[src/rtl/bt_pkg.sv]
package bt_pkg;
    localparam int OPC_W = 13;
    localparam logic [9:0] BT_FAMILY = 10'b1101011100;

    typedef struct packed {
        logic legal;
        logic illegal;
        logic use_b;
        logic use_y;
        logic post_inc;
    } bt_dec_t;

    typedef enum logic [1:0] {
        WSEL_A = 2'd0,
        WSEL_B = 2'd1,
        WSEL_X = 2'd2,
        WSEL_Y = 2'd3
    } wsel_e;
endpackage

[src/rtl/bt_decoder.sv]
module bt_decoder
    import bt_pkg::*;
(
    input  logic             valid,
    input  logic [OPC_W-1:0] code,
    output bt_dec_t          dec
);
    logic family_hit;

    always_comb begin
        family_hit   = (code[OPC_W-1:3] == BT_FAMILY);
        dec.legal    = valid && family_hit;
        dec.illegal  = valid && !family_hit;
        dec.use_b    = code[2];
        dec.use_y    = code[1];
        dec.post_inc = code[0];
    end
endmodule

[src/rtl/bt_addr_gen.sv]
module bt_addr_gen #(
    parameter int ADDR_W = 16,
    parameter int IMM_W  = 8
) (
    input  logic              clk,
    input  logic              rst,
    input  logic [ADDR_W-1:0] idx_x,
    input  logic [ADDR_W-1:0] idx_y,
    input  logic              use_y,
    input  logic              post_inc,
    input  logic              ext_pend,
    input  logic [IMM_W-1:0]  ext_imm,
    output logic [ADDR_W-1:0] addr
);
    localparam int PAGE_W = ADDR_W - IMM_W;

    logic [PAGE_W-1:0] page;
    logic              ext_used;

    always_comb begin
        page     = use_y ? {PAGE_W{1'b1}} : {PAGE_W{1'b0}};
        ext_used = ext_pend && !post_inc;
        if (ext_used)
            addr = {page, ext_imm};
        else
            addr = use_y ? idx_y : idx_x;
    end


    ext_page_chk: assert property (@(posedge clk) disable iff (rst)
        (ext_pend && !post_inc) |-> (addr[IMM_W-1:0] == ext_imm));


    inc_plain_chk: assert property (@(posedge clk) disable iff (rst)
        post_inc |-> (addr == (use_y ? idx_y : idx_x)));
endmodule

[src/rtl/bt_index_next.sv]
module bt_index_next #(
    parameter int W = 16
) (
    input  logic [W-1:0] cur,
    input  logic         inc,
    input  logic         wr,
    input  logic [W-1:0] wdata,
    output logic [W-1:0] nxt
);
    always_comb begin
        if (wr)
            nxt = wdata;
        else if (inc)
            nxt = cur + W'(1);
        else
            nxt = cur;
    end
endmodule

[src/rtl/bittest_exec_unit.sv]
module bittest_exec_unit
    import bt_pkg::*;
#(
    parameter int DATA_W = 4,
    parameter int ADDR_W = 16,
    parameter int IMM_W  = 8
) (
    input  logic              clk,
    input  logic              rst,
    input  logic              instr_valid,
    input  logic [OPC_W-1:0]  instr_code,
    input  logic              ext_load,
    input  logic [IMM_W-1:0]  ext_imm,
    input  logic              wr_en,
    input  logic [1:0]        wr_sel,
    input  logic [ADDR_W-1:0] wr_data,
    output logic              mem_rd,
    output logic [ADDR_W-1:0] mem_addr,
    input  logic [DATA_W-1:0] mem_rdata,
    output logic              zero_flag,
    output logic              illegal_op,
    output logic [DATA_W-1:0] reg_a,
    output logic [DATA_W-1:0] reg_b,
    output logic [ADDR_W-1:0] reg_x,
    output logic [ADDR_W-1:0] reg_y
);
    localparam int NIDX = 2;

    typedef struct packed {
        logic [DATA_W-1:0] a;
        logic [DATA_W-1:0] b;
        logic [ADDR_W-1:0] x;
        logic [ADDR_W-1:0] y;
        logic              z;
        logic              ill;
        logic              pend;
        logic [IMM_W-1:0]  imm;
    } st_t;

    st_t st_d, st_q;
    bt_dec_t dec;
    logic [DATA_W-1:0] test_val;
    logic [ADDR_W-1:0] idx_cur [NIDX];
    logic [ADDR_W-1:0] idx_nxt [NIDX];

    bt_decoder u_dec (
        .valid (instr_valid),
        .code  (instr_code),
        .dec   (dec)
    );

    bt_addr_gen #(.ADDR_W(ADDR_W), .IMM_W(IMM_W)) u_addr (
        .clk      (clk),
        .rst      (rst),
        .idx_x    (st_q.x),
        .idx_y    (st_q.y),
        .use_y    (dec.use_y),
        .post_inc (dec.post_inc),
        .ext_pend (st_q.pend),
        .ext_imm  (st_q.imm),
        .addr     (mem_addr)
    );

    assign idx_cur[0] = st_q.x;
    assign idx_cur[1] = st_q.y;

    for (genvar gi = 0; gi < NIDX; gi++) begin : g_idx
        localparam logic [1:0] SEL = (gi == 0) ? WSEL_X : WSEL_Y;
        logic hit_inc;
        logic hit_wr;
        assign hit_inc = dec.legal && dec.post_inc && (dec.use_y == (gi == 1));
        assign hit_wr  = wr_en && (wr_sel == SEL);
        bt_index_next #(.W(ADDR_W)) u_nxt (
            .cur   (idx_cur[gi]),
            .inc   (hit_inc),
            .wr    (hit_wr),
            .wdata (wr_data),
            .nxt   (idx_nxt[gi])
        );
    end

    assign mem_rd = dec.legal;

    always_comb begin
        st_d     = st_q;
        test_val = (dec.use_b ? st_q.b : st_q.a) & mem_rdata;

        if (dec.legal)
            st_d.z = (test_val == '0);
        st_d.ill = dec.illegal;

        st_d.x = idx_nxt[0];
        st_d.y = idx_nxt[1];
        if (wr_en && wr_sel == WSEL_A)
            st_d.a = wr_data[DATA_W-1:0];
        if (wr_en && wr_sel == WSEL_B)
            st_d.b = wr_data[DATA_W-1:0];

        if (ext_load) begin
            st_d.pend = 1'b1;
            st_d.imm  = ext_imm;
        end else if (instr_valid) begin
            st_d.pend = 1'b0;
        end
    end

    always_ff @(posedge clk) begin
        if (rst)
            st_q <= '0;
        else
            st_q <= st_d;
    end

    assign zero_flag  = st_q.z;
    assign illegal_op = st_q.ill;
    assign reg_a      = st_q.a;
    assign reg_b      = st_q.b;
    assign reg_x      = st_q.x;
    assign reg_y      = st_q.y;


    no_rd_illegal_chk: assert property (@(posedge clk) disable iff (rst)
        (!instr_valid || instr_code[OPC_W-1:3] != BT_FAMILY) |-> !mem_rd);


    z_hold_chk: assert property (@(posedge clk) disable iff (rst)
        !mem_rd |=> $stable(zero_flag));


    data_keep_chk: assert property (@(posedge clk) disable iff (rst)
        !wr_en |=> ($stable(reg_a) && $stable(reg_b)));


    x_inc_chk: assert property (@(posedge clk) disable iff (rst)
        (mem_rd && instr_code[0] && !instr_code[1] && !wr_en)
        |=> (reg_x == $past(reg_x) + ADDR_W'(1)) && $stable(reg_y));


    pend_clear_chk: assert property (@(posedge clk) disable iff (rst)
        (instr_valid && !ext_load) |=> !st_q.pend);


    illegal_pulse_chk: assert property (@(posedge clk) disable iff (rst)
        (instr_valid && instr_code[OPC_W-1:3] != BT_FAMILY && !wr_en)
        |=> (illegal_op && $stable(reg_x) && $stable(reg_y) && $stable(zero_flag)));


    wr_over_inc_chk: assert property (@(posedge clk) disable iff (rst)
        (wr_en && wr_sel == WSEL_Y) |=> (reg_y == $past(wr_data)));
endmodule

[config.mk]
export PLATFORM = sky130hd
export DESIGN_NAME = bittest_exec_unit
export DESIGN_NICKNAME = d
export VERILOG_FILES = /design/src/rtl/bt_pkg.sv /design/src/rtl/bt_decoder.sv /design/src/rtl/bt_addr_gen.sv /design/src/rtl/bt_index_next.sv /design/src/rtl/bittest_exec_unit.sv
export SDC_FILE = /design/constraint.sdc
export NUM_CORES = 1
export LEC_CHECK = 0
export BUFFER_PORTS_ARGS = -buffer_cell sky130_fd_sc_hd__buf_2
export CAP_MARGIN = 20
export CORE_MARGIN = 2
export CORE_UTILIZATION = 35
export DETAILED_ROUTE_END_ITERATION = 8
export SLEW_MARGIN = 20
export SYNTH_ARGS = -nofsm -noshare
export SYNTH_HDL_FRONTEND = slang
export SYNTH_SLANG_ARGS = --single-unit
[constraint.sdc]
create_clock -name clk -period 4.2 [get_ports clk]
set_input_delay 0.21 -clock clk [delete_from_list [all_inputs] [get_ports clk]]
set_output_delay 0.21 -clock clk [all_outputs]
set_load 0.02 [all_outputs]
Word level (Yosys, flattened, before mapping) --
Cells that the tools add are included.
Cells by class: $add $sub $neg 2, equality and inequality tests 4, multiplexer cells 10, bitwise logic cells 2, reduce and logical (&&, ||, !) cells 17
Operators by type and width (number):
- two-way mux 16 bit | 6
- adder 16 x 1 -> 16 bit, second input constant | 2
- equality test 10 bit, second input constant | 1
- logical AND 1 bit | 10
- two-way mux 8 bit | 1
- nonzero test 2 bit | 3
- AND 4 bit | 1
- equality test 2 bit, second input constant | 2
- logical NOT 4 bit | 1
- two-way mux 4 bit | 1
- equality test 2 x 1 -> 1 bit, second input constant | 1
- logical NOT 1 bit | 2
- logical NOT 2 bit | 1
- two-way mux 1 bit | 2
- inverter 1 bit | 1
Word-level totals: flip-flop bits (word level) 51, output and inout bits 59, logic and storage cells 43

Longest topological paths before layout --
depth after elaboration 6, gate-level depth with buffers 7

Hierarchy --
A second synthesis with hierarchy kept.
Unflattened totals: cell total of the unflattened synthesis 408, area total of the unflattened synthesis 3288.2 um^2
By module, submodules not included:
- bittest_exec_unit | times used 1, cells an instance 181, area an instance 1894.3 um^2, seq. area each 1021.0 um^2
- bt_index_next | times used 2, cells an instance 81, area an instance 491.7 um^2, seq. area each 0.0 um^2
- bt_addr_gen | times used 1, cells an instance 56, area an instance 346.6 um^2, seq. area each 0.0 um^2
- bt_decoder | times used 1, cells an instance 9, area an instance 63.8 um^2, seq. area each 0.0 um^2

Worst setup path after synthesis --
Ideal clock, no wire load.
path kind input port to flip-flop, start input port instr_code[10], end register st_q (netlist bit reg_y[1]), library setup time 0.138 ns, arrival time 1.700 ns, required time 4.062 ns, setup slack 2.363 ns, cell stages on the path 7, cell sequence nand4bb_1 > or4_1 > buf_2 > inv_1 > and3_1 > mux2i_1 > a211oi_1
Between the ends: longest elaborated chain between the ends 5
RTL lines:
- start: declaration | RTL line bittest_exec_unit.sv:11 | input logic [OPC_W-1:0] instr_code,
- equality test 10 bit | RTL line bt_decoder.sv:11 | family_hit = (code[OPC_W-1:3] == BT_FAMILY);
- logical AND 1 bit | RTL line bt_decoder.sv:12 | dec.legal = valid && family_hit;
- via mem_rd | RTL line bittest_exec_unit.sv:17 | output logic mem_rd,
- logical AND 1 bit (2 in series) | RTL line bittest_exec_unit.sv:71 | assign hit_inc = dec.legal && dec.post_inc && (dec.use_y == (gi == 1));
- nonzero test 2 bit (no source line)
- end signal: assignment | RTL line bittest_exec_unit.sv:111 | st_q <= st_d;
- end: declaration | RTL line bittest_exec_unit.sv:40 | st_t st_d, st_q;
The timed path passes the listed nets, and every way through them passes these cells. A chain may end at the register's enable or synchronous reset.

Final worst setup path --
start input port instr_code[10], end output port mem_rd
Between the ends: longest elaborated chain between the ends 2
RTL lines (RTL line):
- equality test 10 bit | bt_decoder.sv:11
- logical AND 1 bit | bt_decoder.sv:12
- end: declaration | bittest_exec_unit.sv:17
Every way passes these cells.

==> impl_metrics.toml <==
[status]
status = "complete, no violations"

[cts]
hold_buf_cts = 0
cts_inserted_buffers = 5
cts.root.buffer_cell = "sky130_fd_sc_hd__clkbuf_8"
postCtsSetupRepairBufs = 0
clk_latency_ns = 0.31
clkSlewWorstSetupHoldPaths_ns = 0.10
cts_tree = "yes"
cts_max_path_buffers = 2
cts-htree-levels = 2
ctsResizeCount = 0
cts_sinks = 51

[sta]
slew_violations = 0
setup_total_negative_slack_ns = 0
max_freq_mhz = 435.2
setup_violations = 0
grt_setup_unrepaired = "no"
timing_worst_slew_pin_value_ns = 1.080
final.min_clock_period_ns = 2.298
slew_headroom_pct = 28.01
fin_crit_sh_pct = 54.71
timing_hold_violations_final = 0
timing.clock.skew_ns = 0.009772

[worst_setup_path]
r2r_end = "reg_y[15]$_SDFFE_PP0P_"
worst-r2r-setup-slack_ns = 2.37
worst_setup_path_end_kind = "primary output"
critPathArrivalTime_ns = 2.09
start_kind = "input port"
timing.reg2reg.worst_path_depth = 5
crit_path_max_fanout = 31
worst_ep_required_time_ns = 3.99
regToRegStartpoint = "reg_y[2]$_SDFFE_PP0P_"
setup.worst_path.class = "in -> out"

[placement]
gp_congestion = 0.8072
dp.final_hpwl_um = 6028
buffer_ports.inserted = 106
placed_cell_area_sq_um = 3378
place_inst = 534

[route]
route.detailed.vias_per_inst = 5.199
ant_nets = 0
route.detailed.wl_per_inst_um = 15.17
drt-initial-drc-count = 203
drt-total-wl_um = 8240
routed-via-count = 2823
drcViolationCount = 0
firstDrtPassIters = 4

[yosys]
largest_cells_by_area_after_synthesis = "sky130_fd_sc_hd__dfxtp_1, sky130_fd_sc_hd__buf_4, sky130_fd_sc_hd__mux2i_1, sky130_fd_sc_hd__xnor2_1, sky130_fd_sc_hd__a211oi_1"
synthDistinctLibCells = 33
synth_flop_cell = "sky130_fd_sc_hd__dfxtp_1"
postSynthRegisterBits = 51
synthesis.area_sq_um = 3095
synthesis.nets = 430
post_synth.cell_area_avg_sq_um = 8.146
syn_inst = 380
ys_warn_count = 0
ys_async_sr_fraction_pct = 0
sequential_element_share_of_the_synthesized_area_pct = 32.98
synthDominantAreaCellType = "sky130_fd_sc_hd__dfxtp_1"
synth_enable_flop_cells = 0
synth.top_cell.area_share_pct = 32.98

[die]
total_die_area_sq_um = 9613
design.portCount = 107
coreArea_sq_um = 8636
initial_core_util_pct = 35.84
placementRows = 34
die_w_um = 98.05
fp.dieH_um = 98.05

[finish]
final_common_cell = "sky130_fd_sc_hd__buf_2"
nets = 484
areaGrowthSynthToFinish_pct = 12.85
multi_input_area_sq_um = 1669
area.sequential_sq_um = 1021
non_filler_cells_in_the_finished_layout = 543
final_layout_size_suffix_gt1_share_pct = 28.51
nFillCells = 921
antennaDiodeCount = 0
final_cell_area_sq_um = 3493
most-common-layout-cells = "sky130_fd_sc_hd__buf_2, sky130_fd_sc_hd__nor2_1, sky130_fd_sc_hd__dfxtp_1"

[worst_hold_path]
hold_path_end = "st_q[7]$_SDFFE_PP0P_"
worst_hold_path.num_cells = 3
hold_path.startpoint = "ext_imm[7]"
worst_hold_path_type = "in -> reg"

[grt]
gr-usage-all-layers_pct = 17.17
maximum_number_of_pins_on_one_net_before_global_route_repair = 52
via_count_of_the_first_global_routing_pass = 2658
grt-ovfl-total = 0
antenna_found_initial = 0
grt_first_pass_wirelength_um = 13570

[pwr]
max-vdd-ir-drop_uv = 133.9
power_leakage_nw = 1.477
powerDensity_nw_per_um2 = 297.5

[flow_run]
drv_cap = 0
routing by layer:
layer  vias up  global-route usage [%]  wire [um]
li1       1409                       -          -
met1      1297                   24.16       3884
met2       108                   27.13       3604
met3         9                   3.508        661
met4         0                   3.953         90
met5         -                       0          0
state kept, by name (all words and copies together) (netlist names):
register	cells
reg_x	16
reg_y	16
st_q	9
reg_a	4
reg_b	4
illegal_op	1
zero_flag	1
power by group:
part	total (mW)	internal, mW	switching, mW
clock	0.317	0.150	0.166
sequential	0.538	0.508	0.0300
combinational	0.185	0.0735	0.112
total	1.04	0.731	0.308
cells in the mapped netlist (4+ instances only):
master and n:
sky130_fd_sc_hd__dfxtp_1 51, sky130_fd_sc_hd__nor2_1 51, sky130_fd_sc_hd__buf_4 40, sky130_fd_sc_hd__nand2_1 37, sky130_fd_sc_hd__a211oi_1 29, sky130_fd_sc_hd__mux2i_1 25, sky130_fd_sc_hd__xnor2_1 25, sky130_fd_sc_hd__o21ai_0 19
sky130_fd_sc_hd__clkbuf_1 17, sky130_fd_sc_hd__nand3_1 14, sky130_fd_sc_hd__nor3_1 11, sky130_fd_sc_hd__nor4_1 10, sky130_fd_sc_hd__nand4_1 6, sky130_fd_sc_hd__and4_1 5, sky130_fd_sc_hd__inv_1 4, sky130_fd_sc_hd__mux2_2 4
worst max-delay path, cell delays in order:
cell and delay [ns]:
sky130_fd_sc_hd__buf_2 0.09, sky130_fd_sc_hd__nand4bb_1 0.19, sky130_fd_sc_hd__or4_1 0.97, sky130_fd_sc_hd__inv_1 0.38, sky130_fd_sc_hd__buf_2 0.23
layout make-up:
| type | count | area share, % |
|---|---|---|
| Tap cell | 108 | 3.868 |
| Inverter | 4 | 0.4298 |
| Clock buffer | 7 | 2.758 |
| Clock inverter | 1 | 0.2149 |
| Timing Repair Buffer | 108 | 15.72 |
| Multi-Input combinational cell | 264 | 47.78 |
| Sequential cell | 51 | 29.23 |
worst max path at each step:
stage | from | to | slack (ns) | depth (start not counted)
5_1_grt | instr_code[10] | mem_rd | 1.79 | 5
3_3_place_gp | instr_code[10] | reg_y[1]$_SDFFE_PP0P_ | 1.75 | 7
3_5_place_dp | instr_code[10] | reg_y[1]$_SDFFE_PP0P_ | 1.66 | 7
6_report | instr_code[10] | mem_rd | 1.90 | 5
4_1_cts | instr_code[10] | mem_rd | 1.90 | 5
2_1_floorplan | instr_code[10] | reg_y[1]$_SDFFE_PP0P_ | 2.36 | 7
per-stage QoR:
stage | hold WS (ns) | setup slack (ns) | util [%] | power, mW
detailed placement | 0.4469 | 1.657 | 39.12 | 0.7344
global route | 0.1325 | 1.789 | 40.45 | 1.085
CTS | 0.1288 | 1.904 | 40.32 | 1.051
floorplan | 0.3539 | 2.363 | - | 0.6787
finish | 0.1386 | 1.902 | 40.45 | 1.039
global placement | 0.4445 | 1.747 | 39.06 | 0.7316
logic make-up (layout without fill, tap and decap cells):
family / Yosys count / in the layout / share of synthesized area, %
AOI/OAI and AO/OA: 55 / 55 / 11.76
xor gates and xnor gates: 28 / 28 / 7.923
adders and majority gates: 2 / 2 / 0.8083
buffers and inverters: 65 / 120 / 13.26
DFF: 51 / 51 / 32.98
muxes: 29 / 29 / 9.539
and+or+nand+nor: 150 / 150 / 23.73
Power figures use the tool's default switching activity.
